File: src/rtl/netctl_csr_pkg.sv
// Package: register offsets and field positions shared by the register
// block, its checker and its bench. Field positions are fixed by the
// host software contract and assume a 16-bit data word.
package netctl_csr_pkg;
    localparam int CSR_W      = 16;
    localparam int OFF_CSR    = 0;
    localparam int OFF_VEC    = 1;
    localparam int OFF_RXLO   = 2;
    localparam int OFF_RXHI   = 3;
    localparam int OFF_TXLO   = 4;
    localparam int OFF_TXHI   = 5;
    localparam int B_RXEN     = 0;
    localparam int B_RST      = 1;
    localparam int B_NXM      = 2;
    localparam int B_TXINV    = 4;
    localparam int B_RXINV    = 5;
    localparam int B_IE       = 6;
    localparam int B_TXDONE   = 7;
    localparam int B_ILOOP    = 8;
    localparam int B_ELOOP    = 9;
    localparam int B_RXDONE   = 15;
    // Indices into the event-flag bank
    localparam int EV_NXM     = 0;
    localparam int EV_TX      = 1;
    localparam int EV_RX      = 2;
    localparam int N_EV       = 3;
    // Indices into the list-invalid bank
    localparam int LI_TX      = 0;
    localparam int LI_RX      = 1;
    localparam int N_LI       = 2;
endpackage

File: src/rtl/netctl_ctrl_reg.sv
// Module: control bits of the control/status word plus the reset-release
// detector. Assumes wr_csr is a one-cycle strobe qualified by offset.
// The reset pulse is registered, so it appears the cycle after the
// write that clears a previously set reset bit.
module netctl_ctrl_reg (
    input  logic clk,
    input  logic rst_n,
    input  logic wr_csr,
    input  logic d_rxen,
    input  logic d_rst,
    input  logic d_ie,
    input  logic d_iloop,
    input  logic d_eloop,
    output logic rx_en,
    output logic rst_bit,
    output logic int_en,
    output logic iloop_off,
    output logic eloop_on,
    output logic soft_reset
);
    // Control bit storage, loaded on every control/status write
    always_ff @(posedge clk) begin
        if (!rst_n) begin
            rx_en     <= 1'b0;
            rst_bit   <= 1'b0;
            int_en    <= 1'b0;
            iloop_off <= 1'b0;
            eloop_on  <= 1'b0;
        end else if (wr_csr) begin
            rx_en     <= d_rxen;
            rst_bit   <= d_rst;
            int_en    <= d_ie;
            iloop_off <= d_iloop;
            eloop_on  <= d_eloop;
        end
    end

    // Reset pulse: fires once on the falling edge of the stored reset bit
    always_ff @(posedge clk) begin
        if (!rst_n) soft_reset <= 1'b0;
        else        soft_reset <= wr_csr & rst_bit & ~d_rst;
    end
endmodule

File: src/rtl/netctl_flag_bank.sv
// Module: a bank of sticky flags, each set by a strobe and cleared by a
// clear request; a set in the same cycle as a clear wins. RST_VAL gives
// each flag's value after reset.
module netctl_flag_bank #(
    parameter int N = 3,
    parameter logic [N-1:0] RST_VAL = '0
) (
    input  logic         clk,
    input  logic         rst_n,
    input  logic [N-1:0] set,
    input  logic [N-1:0] clr,
    output logic [N-1:0] flags
);
    for (genvar i = 0; i < N; i++) begin : g_flag
        // One sticky flag with set priority
        always_ff @(posedge clk) begin
            if (!rst_n)      flags[i] <= RST_VAL[i];
            else if (set[i]) flags[i] <= 1'b1;
            else if (clr[i]) flags[i] <= 1'b0;
        end
    end
endmodule

File: src/rtl/netctl_list_addr.sv
// Module: one descriptor-list base address written as two halves. The
// low half is staged; the high half commits the whole address and, if
// the list was invalid, raises a registered one-cycle restart strobe.
module netctl_list_addr #(
    parameter int HALF_W = 16,
    localparam int ADDR_FULL = 2 * HALF_W
) (
    input  logic                 clk,
    input  logic                 rst_n,
    input  logic                 wr_lo,
    input  logic                 wr_hi,
    input  logic [HALF_W-1:0]    wdata,
    input  logic                 invalid,
    output logic [HALF_W-1:0]    stage_lo,
    output logic [ADDR_FULL-1:0] addr,
    output logic                 restart
);
    // Low-half staging register
    always_ff @(posedge clk) begin
        if (!rst_n)     stage_lo <= '0;
        else if (wr_lo) stage_lo <= wdata;
    end

    // Commit of the full address on the high-half write
    always_ff @(posedge clk) begin
        if (!rst_n)     addr <= '0;
        else if (wr_hi) addr <= {wdata, stage_lo};
    end

    // Restart strobe, only when the list had gone invalid
    always_ff @(posedge clk) begin
        if (!rst_n) restart <= 1'b0;
        else        restart <= wr_hi & invalid;
    end
endmodule

File: src/rtl/netctl_csr.sv
// Module: top of the controller register block. Decodes host writes,
// holds the vector, instantiates the control bits, the event and
// list-invalid flag banks and one address register per list, and
// assembles the read mux and the interrupt request. Assumes
// DATA_W = 16, matching the fixed field positions in the package.
module netctl_csr
    import netctl_csr_pkg::*;
#(
    parameter int ADDR_W = 3,
    parameter int DATA_W = CSR_W,
    localparam int LADDR_W = 2 * DATA_W
) (
    input  logic               clk,
    input  logic               rst_n,
    input  logic               wr_en,
    input  logic [ADDR_W-1:0]  wr_addr,
    input  logic [DATA_W-1:0]  wr_data,
    input  logic [ADDR_W-1:0]  rd_addr,
    output logic [DATA_W-1:0]  rd_data,
    input  logic               set_nxm,
    input  logic               set_tx_done,
    input  logic               set_rx_done,
    input  logic               set_tx_invalid,
    input  logic               set_rx_invalid,
    output logic               rx_enable,
    output logic               int_loop_off,
    output logic               ext_loop_on,
    output logic               soft_reset,
    output logic               irq,
    output logic [DATA_W-1:0]  vector,
    output logic [LADDR_W-1:0] rx_list_addr,
    output logic [LADDR_W-1:0] tx_list_addr,
    output logic               rx_restart,
    output logic               tx_restart
);
    logic              wr_csr, wr_vec, wr_rxlo, wr_rxhi, wr_txlo, wr_txhi;
    logic              rst_bit, int_en;
    logic [N_EV-1:0]   evt_set, evt_clr, evt_flags;
    logic [N_LI-1:0]   inv_set, inv_clr, inv_flags;
    logic [DATA_W-1:0] rx_stage, tx_stage, csr_word;

    // Write decode by offset
    always_comb begin
        wr_csr  = wr_en && (wr_addr == ADDR_W'(OFF_CSR));
        wr_vec  = wr_en && (wr_addr == ADDR_W'(OFF_VEC));
        wr_rxlo = wr_en && (wr_addr == ADDR_W'(OFF_RXLO));
        wr_rxhi = wr_en && (wr_addr == ADDR_W'(OFF_RXHI));
        wr_txlo = wr_en && (wr_addr == ADDR_W'(OFF_TXLO));
        wr_txhi = wr_en && (wr_addr == ADDR_W'(OFF_TXHI));
    end

    // Interrupt vector register
    always_ff @(posedge clk) begin
        if (!rst_n)      vector <= '0;
        else if (wr_vec) vector <= wr_data;
    end

    netctl_ctrl_reg u_ctrl (
        .clk        (clk),
        .rst_n      (rst_n),
        .wr_csr     (wr_csr),
        .d_rxen     (wr_data[B_RXEN]),
        .d_rst      (wr_data[B_RST]),
        .d_ie       (wr_data[B_IE]),
        .d_iloop    (wr_data[B_ILOOP]),
        .d_eloop    (wr_data[B_ELOOP]),
        .rx_en      (rx_enable),
        .rst_bit    (rst_bit),
        .int_en     (int_en),
        .iloop_off  (int_loop_off),
        .eloop_on   (ext_loop_on),
        .soft_reset (soft_reset)
    );

    // Event flag set/clear sources: engine strobes and write-one-to-clear
    always_comb begin
        evt_set[EV_NXM] = set_nxm;
        evt_set[EV_TX]  = set_tx_done;
        evt_set[EV_RX]  = set_rx_done;
        evt_clr[EV_NXM] = wr_csr & wr_data[B_NXM];
        evt_clr[EV_TX]  = wr_csr & wr_data[B_TXDONE];
        evt_clr[EV_RX]  = wr_csr & wr_data[B_RXDONE];
    end

    netctl_flag_bank #(.N(N_EV), .RST_VAL('0)) u_evt (
        .clk   (clk),
        .rst_n (rst_n),
        .set   (evt_set),
        .clr   (evt_clr),
        .flags (evt_flags)
    );

    // List-invalid sources: engine strobes set, high-half commits clear
    always_comb begin
        inv_set[LI_TX] = set_tx_invalid;
        inv_set[LI_RX] = set_rx_invalid;
        inv_clr[LI_TX] = wr_txhi;
        inv_clr[LI_RX] = wr_rxhi;
    end

    netctl_flag_bank #(.N(N_LI), .RST_VAL({N_LI{1'b1}})) u_inv (
        .clk   (clk),
        .rst_n (rst_n),
        .set   (inv_set),
        .clr   (inv_clr),
        .flags (inv_flags)
    );

    netctl_list_addr #(.HALF_W(DATA_W)) u_rxl (
        .clk      (clk),
        .rst_n    (rst_n),
        .wr_lo    (wr_rxlo),
        .wr_hi    (wr_rxhi),
        .wdata    (wr_data),
        .invalid  (inv_flags[LI_RX]),
        .stage_lo (rx_stage),
        .addr     (rx_list_addr),
        .restart  (rx_restart)
    );

    netctl_list_addr #(.HALF_W(DATA_W)) u_txl (
        .clk      (clk),
        .rst_n    (rst_n),
        .wr_lo    (wr_txlo),
        .wr_hi    (wr_txhi),
        .wdata    (wr_data),
        .invalid  (inv_flags[LI_TX]),
        .stage_lo (tx_stage),
        .addr     (tx_list_addr),
        .restart  (tx_restart)
    );

    // Assemble the control/status word from its owners
    always_comb begin
        csr_word           = '0;
        csr_word[B_RXEN]   = rx_enable;
        csr_word[B_RST]    = rst_bit;
        csr_word[B_NXM]    = evt_flags[EV_NXM];
        csr_word[B_TXINV]  = inv_flags[LI_TX];
        csr_word[B_RXINV]  = inv_flags[LI_RX];
        csr_word[B_IE]     = int_en;
        csr_word[B_TXDONE] = evt_flags[EV_TX];
        csr_word[B_ILOOP]  = int_loop_off;
        csr_word[B_ELOOP]  = ext_loop_on;
        csr_word[B_RXDONE] = evt_flags[EV_RX];
    end

    // Host read mux
    always_comb begin
        case (rd_addr)
            ADDR_W'(OFF_CSR):  rd_data = csr_word;
            ADDR_W'(OFF_VEC):  rd_data = vector;
            ADDR_W'(OFF_RXLO): rd_data = rx_stage;
            ADDR_W'(OFF_RXHI): rd_data = rx_list_addr[LADDR_W-1:DATA_W];
            ADDR_W'(OFF_TXLO): rd_data = tx_stage;
            ADDR_W'(OFF_TXHI): rd_data = tx_list_addr[LADDR_W-1:DATA_W];
            default:           rd_data = '0;
        endcase
    end

    // Level interrupt from the done flags, gated by interrupt enable
    always_comb irq = int_en & (evt_flags[EV_TX] | evt_flags[EV_RX]);
endmodule

File: config.mk
export PLATFORM = sky130hd
export DESIGN_NAME = netctl_csr
export DESIGN_NICKNAME = d
export VERILOG_FILES = /design/src/rtl/netctl_csr_pkg.sv /design/src/rtl/netctl_ctrl_reg.sv /design/src/rtl/netctl_flag_bank.sv /design/src/rtl/netctl_list_addr.sv /design/src/rtl/netctl_csr.sv
export SDC_FILE = /design/constraint.sdc
export NUM_CORES = 1
export LEC_CHECK = 0
export ABC_AREA = 1
export BUFFER_PORTS_ARGS = -buffer_cell sky130_fd_sc_hd__buf_2
export CORE_ASPECT_RATIO = 0.6
export CORE_MARGIN = 10
export CORE_UTILIZATION = 55
export CTS_BUF_LIST = sky130_fd_sc_hd__clkbuf_2
export CTS_CLUSTER_SIZE = 24
export DETAILED_ROUTE_END_ITERATION = 8
export PLACE_DENSITY = 0.82
export SLEW_MARGIN = 10
export SYNTH_ARGS = -nofsm -noshare
export SYNTH_HDL_FRONTEND = slang
export SYNTH_SLANG_ARGS = --single-unit
File: constraint.sdc
create_clock -name clk -period 1.5 [get_ports clk]
set_clock_uncertainty 0.2 [all_clocks]
set_input_delay 0.15 -clock clk [delete_from_list [all_inputs] [get_ports clk]]
set_output_delay 0.15 -clock clk [all_outputs]
set_load 0.01 [all_outputs]
Word level (Yosys, flattened, before mapping). Cells that the tools add are included. W data, S select, Z words.

Input port bits: 30. Output and inout port bits: 103. Bits in registers: 125.

Muxes and demuxes: 7. Reductions and logical operators: 13. Bitwise gates (word level): 11. Equal/unequal tests: 10.

Operators with widths (count): $pmux W16 S6 (1); $eq A3 B2 Y1 const B (4); $eq A3 B3 Y1 const B (4); $and A1 B1 Y1 (8); $eq A3 B1 Y1 const B (2); $logic_and A1 B1 Y1 (6); $logic_not A3 Y1 (2); $mux W1 (6); $reduce_bool A2 Y1 (3); $reduce_or A2 Y1 (2); $not A1 Y1 (2); $or A1 B1 Y1 (1).

Depth between registers and ports, before layout.
Depth after elaboration: 5. Gate-level depth with buffers: 9. Mapped depth without buffers: 7.

Cells and area by module. A second synthesis with hierarchy kept.

Cells, all modules: 936. Area, all modules: 6027.0 um^2.

By module, submodules not included: netctl_list_addr (area each 1934.4 um^2, cells an instance 289, instances 2); netctl_csr (area each 1721.7 um^2, cells an instance 297, instances 1); netctl_ctrl_reg (area each 250.2 um^2, cells an instance 34, instances 1); netctl_flag_bank at u_evt (area each 112.6 um^2, cells an instance 16, instances 1); netctl_flag_bank at u_inv (area each 73.8 um^2, cells an instance 11, instances 1).

Least setup slack after synthesis. OpenSTA, ideal clock, no wires.

Path kind: input-to-output. From: input rd_addr[1]. To: output rd_data[11]. Stages on the path: 7. Arrival time: 0.986 ns. Required time: 1.150 ns. Setup slack: 0.164 ns. Cells stage by stage: buf_2 inv_2 clkbuf_1 nand4_1 nand2_1 inv_1 nand3_1.

Word-level cells in the longest chain between the ends: 2. Elaborated cells between the ends (all ways): 7. Those cells by class: eq/ne (5); mux (1); reduce/logical (1).

RTL lines: start: declaration (line netctl_csr.sv:18) `input logic [ADDR_W-1:0] rd_addr,`; $eq A3 B3 Y1, or another cell as far along (line netctl_csr.sv:150) `case (rd_addr)`; $pmux W16 S6 (*) (line netctl_csr.sv:150); end: declaration (line netctl_csr.sv:19) `output logic [DATA_W-1:0] rd_data,`.

Every way passes the cells marked *; elsewhere a longest branch is shown, timed or not.

Final worst setup path.
From: register u_rxl.stage_lo[5]. To: output rd_data[5].

Word-level cells in the longest chain between the ends: 1.

RTL lines: start: declaration (line netctl_list_addr.sv:14) `output logic [HALF_W-1:0] stage_lo,`; start signal: assignment (line netctl_list_addr.sv:21) `else if (wr_lo) stage_lo <= wdata;`; $pmux W16 S6 (line netctl_csr.sv:150).

Every way passes these cells.

==> impl_metrics.toml <==
[sta]
worstMarginPinSlew_ns = 0.578
relSlewSlack_pct = 61.3
rsz0062_at_grt = "true"
finalCritPeriodShare_pct = 131
slew_violations = 0
min_period_ns = 1.97
fin_setup_tns_ns = -13.72
finalSetupViolCount = 101
fmax_mhz = 507
fin_ws_ns = -0.472
hold_viol = 0

[critical_path]
cp.arrival_ns = 1.62
crit_slowest_cell = "dfxtp_2"
path_cells = "nand4_1 -> nand2_1 -> nor2_1 -> nand2_1 -> buf_2"
crit_start = "u_rxl.stage_lo[5]"
critPathLaunchType = "register"
cpMostUsedCell = "nand2_1"
critPathRequiredTime_ns = 1.15
path_class = "register to output port"
max_stage_delay_ns = 0.37
end_kind = "output port"
worstPathMaxFanout = 3
timing.rr.start = "u_txl.stage_lo[2]"

[power]
max-vdd-ir-drop_mv = 0.824
p_leak_nw = 3.83
cellPowerDensity_nw_per_um2 = 822

[cts]
cts.path.max_buffers = 2
cts_inserted_buffers = 17
htreeDepth = 4
cts.sinks = 125
tritoncts = "done"
root_buffer = "clkbuf_2"
cts.reportedPaths.clkPinSlew_ns = 0.20
clock_latency_ns = 0.67

[global_route]
grt_pass1_vias = 6244
grt_start_max_net_pins = 58
grt_overflow = 0
grt_pass1_wl_um = 32800
grt.total_usage_pct = 28.9
antenna_found_initial = 0

[placement]
postPlaceCellArea_um2 = 6260
portBuffers = 132
gp_congestion = 0.941
dpl.hpwl_um = 12700
dp_slack_ns = -0.0381
dp.cells = 1017

[die]
die-area_um2 = 14100
die_w_um = 147
die_h_um = 96.1
start_util_pct = 57.1
placementRows = 27
boundaryPins = 133
core_um2 = 9290

[route]
vias_per_cell = 5.83
first_iter_violations = 809
drt_wl_total_um = 23100
antenna_left = 0
firstDrtPassIters = 8
post-route-drc-count = 1
wire_per_inst_um = 20.1
via_count = 6717

[job]
drv_cap = 0

[finish]
nets = 1043
final_cell_mix = "nor2_1, buf_6, dfxtp_2"
layoutNonFillerInstCount = 1153
fin_area_um2 = 8370
drive_gt1_share_pct = 42.0
diodes = 0
area_growth_pct = 57.8
layout_commonest_cell = "nor2_1"

[synth]
synth_warnings = 0
synth_top_family_by_area = "simple AND/OR/NAND/NOR gates"
syn_avg_cell_area_um2 = 6.94
synth-xor-area-share_pct = 0
synthAdderAreaFrac_pct = 0
syn_inst = 765
synth-compound-area-share_pct = 11.6
synth.area.mux_share_pct = 0
synth-simple-area-share_pct = 33.2
syn_nets = 795
syn_area_um2 = 5310
synth_cell_types = 25
ys_ff_latch = 125
ys_seq_area_share_pct = 47.2

[worst_hold_path]
worstHoldStart = "wr_data[1]"
hp-class = "primary input to register"

[status]
status = "complete, but fails checks"
violations = "DRC, setup timing"
-- worst max-delay path, delay by kind of cell (launching register included) --
family | cells | cell delay (ns)
simple gates | 4 | 0.42
buf+inv | 1 | 0.15
flops | 1 | 0.37
-- where the power goes --
group / total [mW] / switching (mW) / internal, mW
registers: 3.55 / 0.109 / 3.44
clock network: 2.13 / 1.25 / 0.878
logic: 1.20 / 0.641 / 0.559
total: 6.88 / 2.00 / 4.88
-- timing repair --
item                       4_1_cts  5_1_grt
hold buffers                    37        6
hold endpoints to repair       125      117
setup endpoints to repair      102      135
pin swaps                       48       36
setup buffers                   44       34
gates resized for setup        228       68
cloned                           0        0
-- cell families (layout without fill, tap and decap cells) --
family / Yosys count / count (layout)
flops: 125 / 125
buf+inv: 93 / 351
simple gates: 425 / 425
compound gates: 122 / 122
-- cell type report --
type                       instances  area [µm²]
sequential                       125        2670
clock inverter                    11         128
multi-input combinational        547        2510
inverter                          48         184
tap                              130         163
timing repair buffer             274        2630
fill                             431         918
clock buffer                      18        90.1
-- cells in the mapped netlist, drive strengths merged --
| cell type | n | area, µm² |
|---|---|---|
| nor2 | 269 | 1020 |
| dfxtp | 125 | 2500 |
| o21ai | 118 | 591 |
| nand2 | 88 | 340 |
| inv | 41 | 156 |
| nand4 | 36 | 231 |
| buf | 28 | 181 |
| nand3 | 28 | 140 |
| clkbuf | 17 | 63.8 |
| clkinv | 7 | 27.5 |
| nor3 | 4 | 25.0 |
| a21oi | 3 | 15.0 |
| o21a | 1 | 7.51 |
-- final timing paths --
check | cells after the start | slack [ns] | to
hold / removal | 3 | 0.11 | u_ctrl.soft_reset
setup / recovery | 5 | -0.47 | rd_data[5]
hold reg to reg | 2 | 0.25 | u_rxl.restart
setup reg to reg | 4 | 0.02 | u_txl.addr[2]
-- metrics by stage --
stage	util (%)	total power, mW	hold WS [ns]
global route	90.1	7.09	0.0976
global placement	67.4	4.36	0.146
floorplan	-	4.02	0.0279
detailed placement	67.4	4.39	0.184
CTS	85.8	6.66	0.130
finish	90.1	6.88	0.114
-- layer usage --
| metal | vias up | part of all wire (%) | global-route usage (%) |
|---|---|---|---|
| met2 | 542 | 47 | 50.6 |
| li1 | 2962 | - | - |
| met1 | 3086 | 37 | 33.1 |
| met3 | 127 | 11 | 7.45 |
| met5 | - | 0 | 0 |
| met4 | 0 | 4.8 | 13.8 |
-- registers in the layout (all words and copies together) (netlist names) --
signal	cells
u_txl.stage_lo	16
u_inv.flags	2
u_ctrl.eloop_on	1
u_txl.restart	1
u_rxl.restart	1
u_ctrl.rx_en	1
u_rxl.stage_lo	16
u_ctrl.soft_reset	1
u_ctrl.rst_bit	1
u_ctrl.int_en	1
u_evt.flags	3
u_rxl.addr	32
u_txl.addr	32
u_ctrl.iloop_off	1
vector	16
(Power assumes the default switching activity.)
